===== config.mk =====
export PLATFORM = sky130hd
export DESIGN_NAME = irq_distributor
export DESIGN_NICKNAME = d
export VERILOG_FILES = /design/src/rtl/irq_dist_pkg.sv /design/src/rtl/irq_dist_lowest.sv /design/src/rtl/irq_dist_view.sv /design/src/rtl/irq_distributor.sv
export SDC_FILE = /design/constraint.sdc
export NUM_CORES = 2
export LEC_CHECK = 0
export ABC_AREA = 1
export BUFFER_PORTS_ARGS = -buffer_cell sky130_fd_sc_hd__buf_2
export CORE_MARGIN = 1.5
export CORE_UTILIZATION = 65
export CTS_CLUSTER_DIAMETER = 80
export DETAILED_ROUTE_END_ITERATION = 10
export PLACE_DENSITY = 0.83
export SETUP_SLACK_MARGIN = 0.3
export SYNTH_ARGS = -nofsm -noshare
export SYNTH_HDL_FRONTEND = slang
export SYNTH_SLANG_ARGS = --single-unit
export TNS_END_PERCENT = 50

===== constraint.sdc =====
create_clock -name clk_i -period 15.35 [get_ports clk_i]
set_input_delay 3.07 -clock clk_i [delete_from_list [all_inputs] [get_ports clk_i]]
set_output_delay 3.07 -clock clk_i [all_outputs]
set_load 0.02 [all_outputs]

===== src/rtl/irq_dist_pkg.sv =====
package irq_dist_pkg;
    localparam int unsigned ADDR_W   = 12;
    localparam int unsigned REG_W    = 32;
    localparam int unsigned MAP_W    = 16;
    localparam int unsigned PRIV_IDS = 32;
    localparam int unsigned SOFT_IDS = 16;
    localparam int unsigned SOFT_MAP_LSB = 8;

    localparam logic [ADDR_W-1:0] A_CTRL = 12'h000;
    localparam logic [ADDR_W-1:0] A_TYPE = 12'h004;
    localparam logic [ADDR_W-1:0] A_SOFT = 12'h008;

    // 128-byte regions selected by address bits 11:7
    localparam logic [4:0] RG_ENSET = 5'h02;
    localparam logic [4:0] RG_ENCLR = 5'h03;
    localparam logic [4:0] RG_PDSET = 5'h04;
    localparam logic [4:0] RG_PDCLR = 5'h05;
    localparam logic [4:0] RG_ACT   = 5'h06;
    localparam logic [4:0] RG_CFG   = 5'h07;
    // target words occupy 0x400-0x7FF (address bits 11:10)
    localparam logic [1:0] RG_TGT   = 2'b01;
endpackage


===== src/rtl/irq_dist_lowest.sv =====
module irq_dist_lowest #(
    parameter  int unsigned W  = 64,
    localparam int unsigned IW = $clog2(W)
) (
    input  logic [W-1:0]  req_i,
    output logic          vld_o,
    output logic [IW-1:0] idx_o
);
    always_comb begin
        vld_o = |req_i;
        idx_o = '0;
        for (int i = W - 1; i >= 0; i--) begin
            if (req_i[i]) idx_o = IW'(i);
        end
    end
endmodule


===== src/rtl/irq_dist_view.sv =====
module irq_dist_view #(
    parameter  int unsigned NUM_IDS = 64,
    localparam int unsigned ID_W    = $clog2(NUM_IDS)
) (
    input  logic               gate_i,
    input  logic [NUM_IDS-1:0] en_i,
    input  logic [NUM_IDS-1:0] pend_i,
    input  logic [NUM_IDS-1:0] act_i,
    input  logic [NUM_IDS-1:0] route_i,
    output logic               vld_o,
    output logic [ID_W-1:0]    id_o
);
    logic [NUM_IDS-1:0] cand;

    assign cand = gate_i ? (en_i & pend_i & ~act_i & route_i) : '0;

    irq_dist_lowest #(.W(NUM_IDS)) u_pick (
        .req_i (cand),
        .vld_o (vld_o),
        .idx_o (id_o)
    );
endmodule


===== src/rtl/irq_distributor.sv =====
module irq_distributor
    import irq_dist_pkg::*;
#(
    parameter  int unsigned NUM_CPUS = 2,
    parameter  int unsigned NUM_IDS  = 64,
    localparam int unsigned ID_W     = $clog2(NUM_IDS),
    localparam int unsigned CPU_W    = (NUM_CPUS > 1) ? $clog2(NUM_CPUS) : 1
) (
    input  logic                       clk_i,
    input  logic                       rst_ni,
    input  logic [CPU_W-1:0]           cpu_sel_i,
    input  logic [ADDR_W-1:0]          bus_addr_i,
    input  logic [REG_W-1:0]           bus_wdata_i,
    input  logic                       bus_we_i,
    output logic [REG_W-1:0]           bus_rdata_o,
    input  logic [NUM_IDS-33:0]        dev_irq_i,
    input  logic [NUM_CPUS*16-1:0]     priv_irq_i,
    input  logic [NUM_CPUS-1:0]        ack_i,
    input  logic [NUM_CPUS-1:0]        eoi_i,
    input  logic [NUM_CPUS*ID_W-1:0]   eoi_id_i,
    output logic [NUM_CPUS-1:0]        irq_vld_o,
    output logic [NUM_CPUS*ID_W-1:0]   irq_id_o
);
    localparam int unsigned NUM_WORDS = NUM_IDS / 32;
    localparam int unsigned TYPE_N    = NUM_WORDS - 1;

    typedef struct packed {
        logic                             ctl;
        logic [NUM_IDS-1:0]               cfg;
        logic [NUM_CPUS-1:0][31:0]        en_p;
        logic [NUM_CPUS-1:0][31:0]        pd_p;
        logic [NUM_CPUS-1:0][31:0]        ac_p;
        logic [NUM_CPUS-1:0][15:0]        pin_p;
        logic [NUM_IDS-1:PRIV_IDS]        en_s;
        logic [NUM_IDS-1:PRIV_IDS]        pd_s;
        logic [NUM_IDS-1:PRIV_IDS]        ac_s;
        logic [NUM_IDS-1:PRIV_IDS]        pin_s;
        logic [NUM_IDS-1:PRIV_IDS][MAP_W-1:0] tgt;
    } st_t;

    st_t st_d, st_q;

    // address decode
    logic [4:0] rgn, widx;
    logic [7:0] tidx;
    logic       in_tgt;
    logic       unused_addr;
    assign rgn    = bus_addr_i[11:7];
    assign widx   = bus_addr_i[6:2];
    assign tidx   = bus_addr_i[9:2];
    assign in_tgt = (bus_addr_i[11:10] == RG_TGT);
    assign unused_addr = ^bus_addr_i[1:0];

    logic wr_ctl, wr_soft, wr_ens, wr_enc, wr_pds, wr_pdc, wr_cfg, wr_tgt;
    assign wr_ctl  = bus_we_i && (bus_addr_i == A_CTRL);
    assign wr_soft = bus_we_i && (bus_addr_i == A_SOFT);
    assign wr_ens  = bus_we_i && (rgn == RG_ENSET);
    assign wr_enc  = bus_we_i && (rgn == RG_ENCLR);
    assign wr_pds  = bus_we_i && (rgn == RG_PDSET);
    assign wr_pdc  = bus_we_i && (rgn == RG_PDCLR);
    assign wr_cfg  = bus_we_i && (rgn == RG_CFG);
    assign wr_tgt  = bus_we_i && in_tgt && (tidx >= 8'd16);

    // effective pending: latched bits plus level-mode lines
    logic [NUM_CPUS-1:0][31:0]  pend_p;
    logic [NUM_IDS-1:PRIV_IDS]  pend_s;
    always_comb begin
        for (int c = 0; c < NUM_CPUS; c++) begin
            pend_p[c] = st_q.pd_p[c] |
                        {priv_irq_i[c*16 +: 16] & ~st_q.cfg[31:16], 16'h0000};
        end
        pend_s = st_q.pd_s | (dev_irq_i & ~st_q.cfg[NUM_IDS-1:PRIV_IDS]);
    end

    // per-CPU presentation
    logic [NUM_CPUS-1:0][ID_W-1:0] pick_id;
    for (genvar c = 0; c < NUM_CPUS; c++) begin : g_cpu
        logic [NUM_IDS-PRIV_IDS-1:0] hit_s;
        for (genvar i = PRIV_IDS; i < NUM_IDS; i++) begin : g_route
            assign hit_s[i-PRIV_IDS] = st_q.tgt[i][c];
        end
        irq_dist_view #(.NUM_IDS(NUM_IDS)) u_view (
            .gate_i  (st_q.ctl),
            .en_i    ({st_q.en_s, st_q.en_p[c]}),
            .pend_i  ({pend_s, pend_p[c]}),
            .act_i   ({st_q.ac_s, st_q.ac_p[c]}),
            .route_i ({hit_s, {PRIV_IDS{1'b1}}}),
            .vld_o   (irq_vld_o[c]),
            .id_o    (pick_id[c])
        );
        assign irq_id_o[c*ID_W +: ID_W] = pick_id[c];
    end

    // next state: sets first, then clears, then active set, then active release
    always_comb begin
        st_d = st_q;
        for (int c = 0; c < NUM_CPUS; c++) begin
            st_d.pin_p[c] = priv_irq_i[c*16 +: 16];
            for (int j = 0; j < 16; j++) begin
                if (st_q.cfg[16+j] && priv_irq_i[c*16+j] && !st_q.pin_p[c][j])
                    st_d.pd_p[c][16+j] = 1'b1;
            end
        end
        st_d.pin_s = dev_irq_i;
        for (int i = PRIV_IDS; i < NUM_IDS; i++) begin
            if (st_q.cfg[i] && dev_irq_i[i-PRIV_IDS] && !st_q.pin_s[i])
                st_d.pd_s[i] = 1'b1;
        end

        if (wr_ctl) st_d.ctl = bus_wdata_i[0];
        if (wr_soft) begin
            for (int c = 0; c < NUM_CPUS; c++) begin
                for (int j = 0; j < SOFT_IDS; j++) begin
                    if (bus_wdata_i[SOFT_MAP_LSB+c] && bus_wdata_i[3:0] == 4'(j))
                        st_d.pd_p[c][j] = 1'b1;
                end
            end
        end
        for (int i = 0; i < PRIV_IDS; i++) begin
            if (widx == 5'd0 && bus_wdata_i[i]) begin
                if (wr_ens) st_d.en_p[cpu_sel_i][i] = 1'b1;
                if (wr_enc) st_d.en_p[cpu_sel_i][i] = 1'b0;
                if (wr_pds) st_d.pd_p[cpu_sel_i][i] = 1'b1;
                if (wr_pdc) st_d.pd_p[cpu_sel_i][i] = 1'b0;
            end
        end
        for (int i = PRIV_IDS; i < NUM_IDS; i++) begin
            if (widx == 5'(i/32) && bus_wdata_i[i%32]) begin
                if (wr_ens) st_d.en_s[i] = 1'b1;
                if (wr_enc) st_d.en_s[i] = 1'b0;
                if (wr_pds) st_d.pd_s[i] = 1'b1;
                if (wr_pdc) st_d.pd_s[i] = 1'b0;
            end
            if (wr_tgt && tidx == 8'(i/2))
                st_d.tgt[i] = bus_wdata_i[16*(i%2) +: 16];
        end
        for (int i = SOFT_IDS; i < NUM_IDS; i++) begin
            if (wr_cfg && widx == 5'(i/32)) st_d.cfg[i] = bus_wdata_i[i%32];
        end

        for (int c = 0; c < NUM_CPUS; c++) begin
            if (ack_i[c] && irq_vld_o[c]) begin
                for (int i = 0; i < PRIV_IDS; i++) begin
                    if (pick_id[c] == ID_W'(i)) begin
                        st_d.pd_p[c][i] = 1'b0;
                        st_d.ac_p[c][i] = 1'b1;
                    end
                end
                for (int i = PRIV_IDS; i < NUM_IDS; i++) begin
                    if (pick_id[c] == ID_W'(i)) begin
                        st_d.pd_s[i] = 1'b0;
                        st_d.ac_s[i] = 1'b1;
                    end
                end
            end
        end
        for (int c = 0; c < NUM_CPUS; c++) begin
            if (eoi_i[c]) begin
                for (int i = 0; i < PRIV_IDS; i++) begin
                    if (eoi_id_i[c*ID_W +: ID_W] == ID_W'(i)) st_d.ac_p[c][i] = 1'b0;
                end
                for (int i = PRIV_IDS; i < NUM_IDS; i++) begin
                    if (eoi_id_i[c*ID_W +: ID_W] == ID_W'(i)) st_d.ac_s[i] = 1'b0;
                end
            end
        end
    end

    always_ff @(posedge clk_i) begin
        if (!rst_ni) begin
            st_q     <= '0;
            st_q.cfg <= {{(NUM_IDS-SOFT_IDS){1'b0}}, {SOFT_IDS{1'b1}}};
        end else begin
            st_q <= st_d;
        end
    end

    // read path
    function automatic logic [REG_W-1:0] pick_word(input logic [NUM_IDS-1:0] v,
                                                   input logic [4:0] w);
        logic [REG_W-1:0] r;
        r = '0;
        for (int k = 0; k < NUM_WORDS; k++) begin
            if (w == 5'(k)) r = v[k*32 +: 32];
        end
        return r;
    endfunction

    always_comb begin
        bus_rdata_o = '0;
        if (bus_addr_i == A_CTRL) begin
            bus_rdata_o[0] = st_q.ctl;
        end else if (bus_addr_i == A_TYPE) begin
            bus_rdata_o[4:0] = 5'(TYPE_N);
        end else if (in_tgt) begin
            if (tidx < 8'd16) begin
                bus_rdata_o = {2{MAP_W'(1) << cpu_sel_i}};
            end else begin
                for (int i = PRIV_IDS; i < NUM_IDS; i++) begin
                    if (tidx == 8'(i/2)) bus_rdata_o[16*(i%2) +: 16] = st_q.tgt[i];
                end
            end
        end else begin
            case (rgn)
                RG_ENSET, RG_ENCLR:
                    bus_rdata_o = pick_word({st_q.en_s, st_q.en_p[cpu_sel_i]}, widx);
                RG_PDSET, RG_PDCLR:
                    bus_rdata_o = pick_word({pend_s, pend_p[cpu_sel_i]}, widx);
                RG_ACT:
                    bus_rdata_o = pick_word({st_q.ac_s, st_q.ac_p[cpu_sel_i]}, widx);
                RG_CFG:
                    bus_rdata_o = pick_word(st_q.cfg, widx);
                default: bus_rdata_o = '0;
            endcase
        end
    end
endmodule


==> results.md <==
* Status: finished, violations left
* Failing checks: DRC
* Total track usage at about half
* Die area at a little under 70000 um^2
* Min cycle time layout at ~11 ns
* Clk buf depth at 3
* Peak supply drop at roughly 0.00012 V
* Synth unique cells at 50
* FF+latch area at 18300 um^2
* Number of setup violations in the final report at 0
* Hold path depth at 1
* Worst hold path class: flop to flop
* Overflow after GRT at 0
* Setup WS post-layout at roughly 4.1 ns
* Cell Count, Final, Fillers Out at between 7000 and 8000
* GP Congestion at 1.12
* Synth Net Count at approximately 6300
* Post-Synthesis Cells at 6169
* RSZ-0062 raised after global routing: false
* Fmax at ~0.089 GHz
* Max-capacitance violation count at 0
* Final HPWL DP at around 120 mm
* DR vias at roughly 48000
* Synth top area share at a little over two fifths
* Fillers at between 5000 and 6000
* Area of the multi-input gates at approximately 21000 um^2
* Post-CTS Resized at 0
* Leakage at about 19 nW
* CTS tree: built
* Slew Limit Headroom at between 10% and 20%
* Main flop type after synthesis: dfxtp_1
* Initial Utilization at roughly 66%
* Post-synth EDFFs at 0
* Crit path max fanout at 29
* Wire length per cell at 25.9 um
* Required time worst endpoint at between 10 and 15 ns
* Worst-margin pin slew at about 1.3 ns
* Initial antenna violation count at 9
* Final #Nets at 6216
* Largest area contributor in the netlist: dfxtp_1
* Synth top area cells: dfxtp_1, a21oi_1, o21ai_0
* Seq/Total Area, Yosys at 42.2%
* H-tree depth at 3
* DRT Pass-1 Iters at 11
* Synth Cell Area at 43300 um^2
* Antenna Violating Nets Remaining at 0
* Total wire length at roughly 180 mm
* Pwr dens at approximately 110 nW/um^2
* Largest net degree at the start of global routing at 214
* Synth Area per Inst at 7.01 um^2
* Clk_lat worst skew at 0.69 ns
* First-pass GRT wire length at 267 mm
* CP Class: input pin to output pin
* Slew Viols, Final at 0
* Setup TNS at 0 ns
* Crit start category: input pin
* Post-CTS setup buffer count at 0
* Hold_buf cts at 0
* Layout cells sized above 1 at 8.36%
* Via density at ~7
* Async set or reset register ratio after synthesis at 0%
* Drt initial violations at just under 9000
* Worst setup EP type: output pin
* CTS Sinks at ~910
* Worst-path clk slew at approximately 0.060 ns
* TritonCTS Buffers at 92
* Vias in the first global route at around 43000
* Placeable Area at roughly 66000 um^2
* Port-buffer cells at about 170
* Period utilisation layout at roughly 73%
* IO Pins at ~170
* Chip width at about 260 um
* Setup slack at placement at 4.53 ns
* Die Y-Extent at 261 um
* Util after Layout at between 70% and 80%
* Ys Warns at 0
* Worst Clk Skew at approximately 0.060 ns
* P&R area growth vs syn at 10.0%
* Critical path arrival at 8.19 ns
* # rows at 94
* Post-synthesis register bit count at roughly 900
* Clock Tree Root: clkbuf_16
* Final hold viol count at 0
* DR DRC count at 7
* DP Cell Count at 6858
* Cells on worst reg2reg path at slightly below 70
routing by layer:
| metal | vias to the layer above | GRT usage [%] | part of all wire (%) |
|---|---|---|---|
| li1 | 21000 | - | - |
| met1 | 21900 | 64.7 | 35 |
| met2 | 3986 | 74.8 | 41 |
| met3 | 995 | 16.9 | 15 |
| met4 | 16 | 37.2 | 8.7 |
| met5 | - | 0.764 | 0.092 |
sequential cells by signal (all words and copies together) (netlist names), named ones only:
register,cells
st_q,787
g_cpu.hit_s,64
cells in the final DEF, fill, tap and decap left out, drive strengths merged, types with 3 or more instances in the layout:
cell and count:
o22ai 13, clkinvlp 7, and3 3, o31ai 33
nand2 954, o21ai 795, a211oi 48, o2111ai 15
a221oi 154, or2 16, a21boi 3, nor3 94
inv 561, diode 7, o21a 14, nand3 204
a31oi 66, dfxtp 913, nor4 33, nor2 564
a211o 5, nand4 81, nand3b 12, nor3b 3
o211ai 30, buf 257, clkinv 58, a22o 16
o221ai 30, a22oi 5, o21bai 19, a221o 10
bufinv 7, clkbuf 133, a21oi 997
critical path: stages:
cell      delay [ns]
buf_2           0.14
nor2_1          0.39
inv_1           0.15
nor3_1          0.67
nand3_1         0.43
nor2_2          0.18
buf_4           0.45
clkinv_1        0.46
o21ai_0         0.33
nand3_1         0.10
a221oi_1        0.22
nand2_1         0.10
a221oi_1        0.23
nand2_1         0.09
o21ai_0         0.34
nand3_1         0.20
o21ai_0         0.25
a21oi_1         0.15
buf_2           0.19
layout make-up:
cell class	instances	area share, %
clock inverters	34	1.08
repair buffers	257	3.20
well taps	864	2.27
flip-flops and latches	913	38.4
diodes	7	0.0368
clock buffers	133	5.69
multi-input cells	4225	44.6
inverters	599	4.73
synth_stat cells, types with 6 or more instances:
cell and number:
nand2_1 938, nor2_4 6, dfxtp_1 913, nand2_2 9, buf_1 23, o2111ai_1 15, a21oi_1 997, nand3_1 204
nor2_1 544, nand4_1 81, o22ai_1 13, nor4_1 33, o21ai_1 8, nand2_4 6, a221oi_1 154, a31oi_1 66
o21ai_0 787, or2_2 16, buf_2 8, buf_6 6, inv_1 551, o211ai_1 30, nor2_2 14, o221ai_1 30
o21a_1 14, clkbuf_1 388, a211oi_1 48, clkinv_1 43, a22o_1 16, o31ai_1 33, o21bai_1 19, nor3_1 91
a221o_1 10, nand3b_1 12
where the power goes:
part | switching, mW | total (mW) | internal (mW)
clock network | 1.03 | 2.39 | 1.36
registers | 0.00316 | 2.38 | 2.38
logic | 0.213 | 0.267 | 0.0541
final timing paths:
check	from	to	slack, ns
min	st_q[701]	st_q[701]	0.47
max	bus_addr_i[8]	bus_rdata_o[27]	4.09
max reg2reg	st_q[928]	st_q[563]	9.09
min reg2reg	st_q[701]	st_q[701]	0.47
cell families (layout without fill, tap and decap cells):
logic type	count (synthesis)	after routing	synth area share, %
AOI/OAI and AO/OA	2260	2260	29.3
buffers and inverters	1031	1023	9.18
DFF	913	913	42.2
muxes	1	1	0.0231
other	0	7	0
and+or+nand+nor	1964	1964	19.2
metrics by stage:
stage               instance area (um^2)  hold slack [ns]  total power [mW]
finish                             47600            0.467              5.04
floorplan                          43300            0.437              2.57
global placement                   44400            0.448              2.68
detailed placement                 44400            0.453              2.68
CTS                                47600            0.466              5.00
global route                       47600            0.478              5.12
Power figures use the tool's default switching activity.
